===== src/rtl/pps_pkg.sv =====
package pps_pkg;
  localparam int IN_SEL_W = 6;
  localparam logic [IN_SEL_W-1:0] IN_UNMAPPED = '1;

  function automatic logic in_code_ok(input logic [IN_SEL_W-1:0] code,
                                      input int unsigned npins,
                                      input logic [63:0] present);
    return (32'(code) < npins) && present[code];
  endfunction
endpackage


===== src/rtl/pps_regfile.sv =====
module pps_regfile
  import pps_pkg::*;
#(
  parameter int NUM_PI       = 8,
  parameter int NUM_OUT_PINS = 32,
  parameter int OUT_SEL_W    = 4,
  parameter int ADDR_W       = 6,
  parameter logic [63:0] PIN_PRESENT = 64'h0000_3F7F_7FFF_FFFF
) (
  input  logic                                  clk,
  input  logic                                  rst_n,
  input  logic                                  wr_stb,
  input  logic                                  wr_en,
  input  logic [ADDR_W-1:0]                     addr,
  input  logic [IN_SEL_W-1:0]                   wdata,
  output logic [IN_SEL_W-1:0]                   rdata,
  output logic [NUM_PI-1:0][IN_SEL_W-1:0]       in_sel,
  output logic [NUM_OUT_PINS-1:0][OUT_SEL_W-1:0] out_sel
);
  localparam int OUT_BASE = NUM_PI;
  localparam int REG_END  = NUM_PI + NUM_OUT_PINS;

  logic wr_go;
  assign wr_go = wr_stb & wr_en;

  genvar gi;
  generate
    for (gi = 0; gi < NUM_PI; gi++) begin : g_in
      logic                ld;
      logic [IN_SEL_W-1:0] nxt;
      logic [IN_SEL_W-1:0] q;
      always_comb begin
        ld  = wr_go && (32'(addr) == gi);
        nxt = wdata;
      end
      always_ff @(posedge clk or negedge rst_n) begin
        if (!rst_n)  q <= IN_UNMAPPED;
        else if (ld) q <= nxt;
      end
      assign in_sel[gi] = q;
    end

    for (gi = 0; gi < NUM_OUT_PINS; gi++) begin : g_out
      if (PIN_PRESENT[gi]) begin : g_present
        logic                 ld;
        logic [OUT_SEL_W-1:0] nxt;
        logic [OUT_SEL_W-1:0] q;
        always_comb begin
          ld  = wr_go && (32'(addr) == OUT_BASE + gi);
          nxt = wdata[OUT_SEL_W-1:0];
        end
        always_ff @(posedge clk or negedge rst_n) begin
          if (!rst_n)  q <= '0;
          else if (ld) q <= nxt;
        end
        assign out_sel[gi] = q;
      end else begin : g_absent
        assign out_sel[gi] = '0;
      end
    end
  endgenerate

  always_comb begin
    rdata = '0;
    for (int i = 0; i < NUM_PI; i++)
      if (32'(addr) == i) rdata = in_sel[i];
    for (int p = 0; p < NUM_OUT_PINS; p++)
      if (32'(addr) == OUT_BASE + p) rdata = IN_SEL_W'(out_sel[p]);
    if (32'(addr) >= REG_END) rdata = '0;
  end
endmodule


===== src/rtl/pps_in_mux.sv =====
module pps_in_mux
  import pps_pkg::*;
#(
  parameter int NUM_PI   = 8,
  parameter int NUM_PINS = 46,
  parameter logic [63:0] PIN_PRESENT = 64'h0000_3F7F_7FFF_FFFF,
  parameter logic [NUM_PI-1:0] IN_IDLE = 8'hA5
) (
  input  logic [NUM_PI-1:0][IN_SEL_W-1:0] in_sel,
  input  logic [NUM_PINS-1:0]             pin_in,
  output logic [NUM_PI-1:0]               periph_in
);
  localparam int CODE_SPACE = 1 << IN_SEL_W;

  logic [CODE_SPACE-1:0] pin_ext;
  assign pin_ext = CODE_SPACE'(pin_in);

  genvar gi;
  generate
    for (gi = 0; gi < NUM_PI; gi++) begin : g_sel
      logic ok;
      always_comb begin
        ok = in_code_ok(in_sel[gi], NUM_PINS, PIN_PRESENT);
        periph_in[gi] = ok ? pin_ext[in_sel[gi]] : IN_IDLE[gi];
      end
    end
  endgenerate
endmodule


===== src/rtl/pps_out_mux.sv =====
module pps_out_mux #(
  parameter int NUM_OUT_PINS = 32,
  parameter int NUM_FUNCS    = 12,
  parameter int OUT_SEL_W    = 4
) (
  input  logic [NUM_OUT_PINS-1:0][OUT_SEL_W-1:0] out_sel,
  input  logic [NUM_FUNCS-1:0]                   func_out,
  output logic [NUM_OUT_PINS-1:0]                pin_out,
  output logic [NUM_OUT_PINS-1:0]                pin_oe
);
  localparam int CODE_SPACE = 1 << OUT_SEL_W;

  // code 0 and codes past the last function land on zero padding
  logic [CODE_SPACE-1:0] func_ext;
  assign func_ext = CODE_SPACE'({func_out, 1'b0});

  genvar gp;
  generate
    for (gp = 0; gp < NUM_OUT_PINS; gp++) begin : g_pin
      always_comb begin
        pin_oe[gp]  = (out_sel[gp] != '0) && (32'(out_sel[gp]) <= NUM_FUNCS);
        pin_out[gp] = func_ext[out_sel[gp]];
      end
    end
  endgenerate
endmodule


===== src/rtl/pps_crossbar.sv =====
module pps_crossbar
  import pps_pkg::*;
#(
  parameter int NUM_PINS     = 46,
  parameter int NUM_OUT_PINS = 32,
  parameter int NUM_PI       = 8,
  parameter int NUM_FUNCS    = 12,
  parameter int ADDR_W       = 6,
  parameter logic [63:0] PIN_PRESENT = 64'h0000_3F7F_7FFF_FFFF,
  parameter logic [NUM_PI-1:0] IN_IDLE = 8'hA5
) (
  input  logic                    clk,
  input  logic                    rst_n,
  input  logic                    bus_wr_stb,
  input  logic                    bus_wr_en,
  input  logic [ADDR_W-1:0]       bus_addr,
  input  logic [IN_SEL_W-1:0]     bus_wdata,
  output logic [IN_SEL_W-1:0]     bus_rdata,
  input  logic [NUM_PINS-1:0]     pin_in,
  output logic [NUM_PI-1:0]       periph_in,
  input  logic [NUM_FUNCS-1:0]    func_out,
  output logic [NUM_OUT_PINS-1:0] pin_out,
  output logic [NUM_OUT_PINS-1:0] pin_oe
);
  localparam int OUT_SEL_W = $clog2(NUM_FUNCS + 1);

  logic rst_meta;
  logic rst_ok;
  always_ff @(posedge clk or negedge rst_n) begin
    if (!rst_n) begin
      rst_meta <= 1'b0;
      rst_ok   <= 1'b0;
    end else begin
      rst_meta <= 1'b1;
      rst_ok   <= rst_meta;
    end
  end

  logic [NUM_PI-1:0][IN_SEL_W-1:0]        in_sel;
  logic [NUM_OUT_PINS-1:0][OUT_SEL_W-1:0] out_sel;

  pps_regfile #(
    .NUM_PI(NUM_PI), .NUM_OUT_PINS(NUM_OUT_PINS), .OUT_SEL_W(OUT_SEL_W),
    .ADDR_W(ADDR_W), .PIN_PRESENT(PIN_PRESENT)
  ) u_regs (
    .clk(clk), .rst_n(rst_ok), .wr_stb(bus_wr_stb), .wr_en(bus_wr_en),
    .addr(bus_addr), .wdata(bus_wdata), .rdata(bus_rdata),
    .in_sel(in_sel), .out_sel(out_sel)
  );

  pps_in_mux #(
    .NUM_PI(NUM_PI), .NUM_PINS(NUM_PINS), .PIN_PRESENT(PIN_PRESENT),
    .IN_IDLE(IN_IDLE)
  ) u_in (
    .in_sel(in_sel), .pin_in(pin_in), .periph_in(periph_in)
  );

  pps_out_mux #(
    .NUM_OUT_PINS(NUM_OUT_PINS), .NUM_FUNCS(NUM_FUNCS), .OUT_SEL_W(OUT_SEL_W)
  ) u_out (
    .out_sel(out_sel), .func_out(func_out), .pin_out(pin_out), .pin_oe(pin_oe)
  );
endmodule


===== config.mk =====
export PLATFORM = sky130hd
export DESIGN_NAME = pps_crossbar
export DESIGN_NICKNAME = d
export VERILOG_FILES = /design/src/rtl/pps_pkg.sv /design/src/rtl/pps_regfile.sv /design/src/rtl/pps_in_mux.sv /design/src/rtl/pps_out_mux.sv /design/src/rtl/pps_crossbar.sv
export SDC_FILE = /design/constraint.sdc
export NUM_CORES = 1
export LEC_CHECK = 0
export BUFFER_PORTS_ARGS = -buffer_cell sky130_fd_sc_hd__buf_2
export CORE_ASPECT_RATIO = 1.4
export CORE_UTILIZATION = 65
export CTS_BUF_LIST = sky130_fd_sc_hd__clkbuf_2 sky130_fd_sc_hd__clkbuf_4 sky130_fd_sc_hd__clkbuf_8
export DETAILED_ROUTE_END_ITERATION = 16
export PLACE_DENSITY = 0.88
export SETUP_SLACK_MARGIN = 0.4
export SLEW_MARGIN = 25
export SYNTH_ARGS = -nofsm -noshare
export SYNTH_HDL_FRONTEND = slang
export SYNTH_SLANG_ARGS = --single-unit

===== constraint.sdc =====
create_clock -name clk -period 7.76 [get_ports clk]
set_input_delay 0.388 -clock clk [delete_from_list [all_inputs] [get_ports clk]]
set_output_delay 0.388 -clock clk [all_outputs]
set_load 0.02 [all_outputs]

* Yosys cells after proc, flatten, opt, wreduce, memory -nomap -nowiden
Memory sizes are Yosys's and may differ from the RTL's. Cells that the tools add are included.
Storage, ports and cells: bits in registers 174, memory bits (read-only) 512, input bits 74, output and inout bits 78, word-level logic and storage cells 413, memories kept 8
Memories:
- (name not given) | depth 64, width 1, read ports 1, clocked after Yosys merged registers in 0, wr ports 0, RTL line pps_pkg.sv:8 | return (32'(code) < npins) && present[code];
- (name not given) | depth 64, width 1, read ports 1, clocked after Yosys merged registers in 0, wr ports 0, RTL line pps_pkg.sv:8
- (name not given) | depth 64, width 1, read ports 1, clocked after Yosys merged registers in 0, wr ports 0, RTL line pps_pkg.sv:8
- (name not given) | depth 64, width 1, read ports 1, clocked after Yosys merged registers in 0, wr ports 0, RTL line pps_pkg.sv:8
- (name not given) | depth 64, width 1, read ports 1, clocked after Yosys merged registers in 0, wr ports 0, RTL line pps_pkg.sv:8
- (name not given) | depth 64, width 1, read ports 1, clocked after Yosys merged registers in 0, wr ports 0, RTL line pps_pkg.sv:8
- +2 memories
Operators by class: order comparisons 79, eq/ne operators 39, muxes and demuxes 135, bitwise gates (word level) 1, reductions and logical operators 110
Operator list (count):
- two-way mux 6 bit | 41
- less-than comparator 4 x 5 -> 1 bit (second input constant) | 31
- binary-select mux 1 bit (select 4 bit) | 31
- less-or-equal comparator 4 bit (second input constant) | 31
- nonzero test 4 bit | 31
- == test 6 x 5 -> 1 bit (second input constant) | 16
- logical AND 1 bit | 78
- less-than comparator 6 x 7 -> 1 bit (second input constant) | 8
- two-way mux 1 bit | 55
- binary-select mux 1 bit (select 6 bit) | 8
- == test 6 x 4 -> 1 bit (second input constant) | 8
- == test 6 bit (second input constant) | 8
- less-than comparator 6 bit (second input constant) | 8
- == test 6 x 3 -> 1 bit (second input constant) | 4
- == test 6 x 2 -> 1 bit (second input constant) | 2
- == test 6 x 1 -> 1 bit (second input constant) | 1
- >= comparator 6 bit (second input constant) | 1
- zero test 6 bit | 1
- bitwise AND 1 bit | 1

* Depth between registers and ports, before layout
depth after elaboration 42, mapped depth 10, depth with buffers taken out 6

* Cells and area by module
A second synthesis with hierarchy kept.
Second synthesis, totals: cell total of the unflattened synthesis 1607, area, all modules 16434.5 um^2
By module, submodules not included:
- pps_regfile | instances 1, cells each 752, area an instance 9018.6 um^2, sequential area each 4364.2 um^2
- pps_out_mux | instances 1, cells each 529, area an instance 3980.1 um^2, sequential area each 0.0 um^2
- pps_in_mux | instances 1, cells each 323, area an instance 3382.0 um^2, sequential area each 0.0 um^2
- pps_crossbar | instances 1, cells each 3, area an instance 53.8 um^2, sequential area each 50.0 um^2

* Least setup slack after synthesis
OpenSTA, ideal clock, no wires.
path type register to output, from register u_regs.g_in[1].q[1], to output port periph_in[1], arrival time 2190 ps, data required time 7372 ps, path slack 5182 ps, stages on the path, launching flop included 7, buffers on the path 2, cell sequence dfstp_2 clkbuf_1 clkbuf_1 mux4_2 mux4_2 a31oi_1 o21ai_0
Between the ends: cells in the longest elaborated chain, start to end 4, elaborated cells between the ends (all ways) 7, those cells by class order compare (1); mux (4); reduce/logical (1); memory (1)
Ends and longest elaborated chain:
- from (decl) | RTL line pps_regfile.sv:31 | logic [IN_SEL_W-1:0] q;
- from (signal assigned) | RTL line pps_regfile.sv:38 | else if (ld) q <= nxt;
- memory read (64 x 1 bit)
- two-way mux 1 bit (implied by the code) | RTL line pps_pkg.sv:8
- logical AND 1 bit | RTL line pps_pkg.sv:8
- two-way mux 1 bit * | RTL line pps_in_mux.sv:24 | periph_in[gi] = ok ? pin_ext[in_sel[gi]] : IN_IDLE[gi];
- to (decl) | RTL line pps_crossbar.sv:20 | output logic [NUM_PI-1:0] periph_in,
Mark *: on every way between the ends. The rest lies on a longest branch, timed or not. The select of a mux whose other input is x is not followed.

* Worst setup path after layout
from input port bus_addr[0], to output port bus_rdata[2]
Between the ends: cells in the longest elaborated chain, start to end 42, elaborated cells between the ends (all ways) 82, those cells by class order compare (1); eq/ne (39); mux (41); reduce/logical (1)
Ends and longest elaborated chain:
- from (decl) | RTL line pps_crossbar.sv:16 | input logic [ADDR_W-1:0] bus_addr,
- zero test 6 bit | RTL line pps_regfile.sv:66 | if (32'(addr) == i) rdata = in_sel[i];
- two-way mux 6 bit (8 in series) | RTL line pps_regfile.sv:66
- two-way mux 6 bit (32 in series) | RTL line pps_regfile.sv:68 | if (32'(addr) == OUT_BASE + p) rdata = IN_SEL_W'(out_sel[p]);
- two-way mux 6 bit * | RTL line pps_regfile.sv:69 | if (32'(addr) >= REG_END) rdata = '0;
- to (decl) | RTL line pps_crossbar.sv:18 | output logic [IN_SEL_W-1:0] bus_rdata,
Mark *: on every way between the ends. The rest lies on a longest branch, timed or not.

==> impl_metrics.csv <==
group,metric,value,unit
synthesis,synth_ff_type,"dfrtp_1",
grt,antenna_found_initial,2,
cts,clk_pin_slew,0.11,ns
layout,syn_to_final_growth,4.47,%
drt,vias,14584,
drt,routed_via_density,8.20,
cts,cts_max_path_buffers,2,
placement,place.gp.congestion,1.08,
synthesis,synth_top_area_cell,"mux4_2",
floorplan,rows,68,
timing,min_period,4.02,ns
synthesis,synth_top_area_share,0.267,
grt,grt_use_total,0.455,
pwr,power_density,171,nW/um^2
placement,port_buffers,149,
floorplan,dieArea,25700,sq um
min_path,worstHoldPathType,"input pin to asynchronous set/reset pin",
placement,pre_cts_ws,4.01,ns
floorplan,initial_core_util,0.661,
timing,max_freq,0.249,GHz
synthesis,netlist_area,16300,sq um
setup_path,critPathMaxFanout,28,
grt,grt_pass1_wl,85800,um
drt,drtIter0Drc,2283,
setup_path,worstSetupPathType,"input pin to output pin",
floorplan,die_x,136,um
timing,slew_headroom,0.330,
synthesis,synth-seq-cells,174,
setup_path,arrival,3.63,ns
pwr,p_leak,6.44,nW
grt,grt_max_degree,81,
synthesis,synth_cell_types,81,
cts,cts_made_buffers,17,
floorplan,die_h,189,um
cts,cts_setup_buffers,0,
flow_run,cap_violations,0,
placement,dpl.hpwl,38300,um
synthesis,avgSynthCellArea,11.0,sq um
timing,fin_crit_sh,0.518,
timing,rsz0062_at_grt,"no",
cts,insertion_delay,0.50,ns
drt,drc_errors,0,
setup_path,cp-start-kind,"input pin",
timing,setup_viol,0,
layout,nets,1523,
timing,worst_slack,3.74,ns
drt,firstDrtPassIters,6,
layout,drive_gt1_frac,0.424,
cts,cts.sinks,174,
timing,slew_viol_final,0,
timing,finalClockSkew,0.0162,ns
timing,worst_slew_pin_slew,1.00,ns
grt,grt_pass1_vias,14276,
cts,htreeDepth,4,
cts,cts_root_buf,"clkbuf_8",
timing,fin_setup_tns,0,ns
synthesis,synth_edf_count,0,
synthesis,synth_seq_area_share,0.271,
drt,wire_per_inst,31.9,um
drt,ant_nets,0,
setup_path,critPathCaptureType,"output pin",
layout,fill_cells,1748,
status,status,"finished, final reports clean",
synthesis,async_flop_share,1.00,
grt,overflow,0,
cts,cts_tree,"yes",
floorplan,ioPinCount,152,
setup_path,required,7.37,ns
synthesis,yosysWarnings,0,
cts,cts_resized,0,
pwr,ir_worst_vdd,0.000121,V
synthesis,syn_inst,1476,
drt,wl,56800,um
timing,hold_violations,0,
synthesis,yosys-top-cells-area,"mux4_2, dfrtp_1, mux2_2, dfstp_2, mux2i_1",
floorplan,core-area,24700,sq um
-- where the power goes --
group | internal, W | switching (W) | total (W) | leakage (nW)
Sequential | 0.000999 | 0.000238 | 0.00124 | 2.19
Clock | 0.000327 | 0.000366 | 0.000693 | 0.210
Combinational | 0.000476 | 0.000506 | 0.000981 | 4.04
-- cell usage after synthesis, types with 9 or more instances --
cell and number:
a21o_1 11, inv_1 10, nor4_1 33, mux2i_1 73
nand3_1 35, nor3_1 19, a21oi_1 124, buf_2 40
mux2_2 169, a211oi_1 9, nor3b_1 37, dfstp_2 48
nand2b_1 9, clkbuf_1 134, nand2_1 59, o21a_1 33
buf_4 10, nor2b_1 16, o22ai_1 13, buf_1 12
dfrtp_1 126, o21ai_0 46, mux4_2 193, nor2_1 64
-- logic make-up after synthesis --
| kind of cell | Yosys count | share of synthesized area |
|---|---|---|
| buf+inv | 215 | 0.0581 |
| other cells | 2 | 0.000461 |
| compound gates | 329 | 0.131 |
| mux | 439 | 0.431 |
| xor+xnor | 1 | 0.000537 |
| simple gates | 316 | 0.109 |
| flops | 174 | 0.271 |
-- cells in the final DEF, fill, tap and decap left out, drive strengths merged, types with 6 or more instances in the layout --
master     n
o21ai     50
o22ai     13
nor3      20
a211oi    10
a21oi    124
o221ai     8
a31oi      8
buf      155
dfrtp    126
nor4      33
nor2b     16
mux2i     73
and2       7
o21a      33
nand2b     9
mux4     193
nand3     35
dfstp     48
nor3b     37
o211ai     6
a2111oi    6
nand2     59
a22oi      8
mux2     173
nor2      70
inv       19
clkbuf    18
a21o      11
-- flip-flops by register name, indices dropped and copies added, names as in the netlist --
name	cells
rst_meta	1
rst_ok	1
u_regs.g_in.q	48
u_regs.g_out.g_present.q	124
-- metal layers --
layer  global-route usage  share of wire  vias up
met3                0.105           0.11      395
met4                0.355          0.088        0
met2                0.721           0.48     1267
met5                    0              0        -
met1                0.531           0.32     7162
li1                     -              -     5760
-- worst max-delay path, stage by stage --
cell       delay, ns
buf_2           0.48
clkinv_1        0.96
nand2_1         0.54
o22ai_1         0.13
a21oi_1         0.21
o2111ai_1       0.25
a211oi_2        0.40
buf_2           0.23
-- area by class of cell --
cell class                 instances  area [sq um]  share of cell area
multi-input combinational       1088         10900               0.643
antenna                            2          5.00            0.000294
inverter                          12          45.0             0.00264
clock inverter                    14           175              0.0103
timing repair buffer             156           807              0.0474
tap                              315           394              0.0231
clock buffer                      18           241              0.0142
sequential                       174          4420               0.259
-- final timing paths --
kind / start / to / slack, ns / cells past startpoint
worst max-delay path: bus_addr[0] / bus_rdata[2] / 3.74 / 8
worst min-delay path: rst_n / rst_meta / 0.18 / 2
worst max register to register: rst_ok / u_regs.g_out[13].g_present.q[3] / 6.33 / 1
worst min register to register: rst_ok / u_regs.g_out[2].g_present.q[3] / 0.23 / 0
max in group asynchronous: rst_ok / u_regs.g_out[13].g_present.q[3] / 6.33 / 1
min in group clk: bus_wdata[5] / u_regs.g_in[1].q[5] / 0.23 / 3
-- timing repair --
action / 4_1_cts / 5_1_grt
endpoints found under the setup margin: 0 / 0
endpoints found under the hold margin: 2 / 0
hold buffers: 1 / 0
-- through the flow --
step	hold WS [ns]	instance area, sq um	cells	total power (W)	utilization
detailed placement	0.176	16600	1744	0.00220	0.673
global route	0.175	17000	1778	0.00301	0.690
finish	0.178	17000	1779	0.00291	0.690
CTS	0.162	17000	1777	0.00289	0.690
global placement	0.174	16600	1744	0.00217	0.673
floorplan	0.0924	16300	1477	0.00188	-
(Power assumes the default switching activity.)
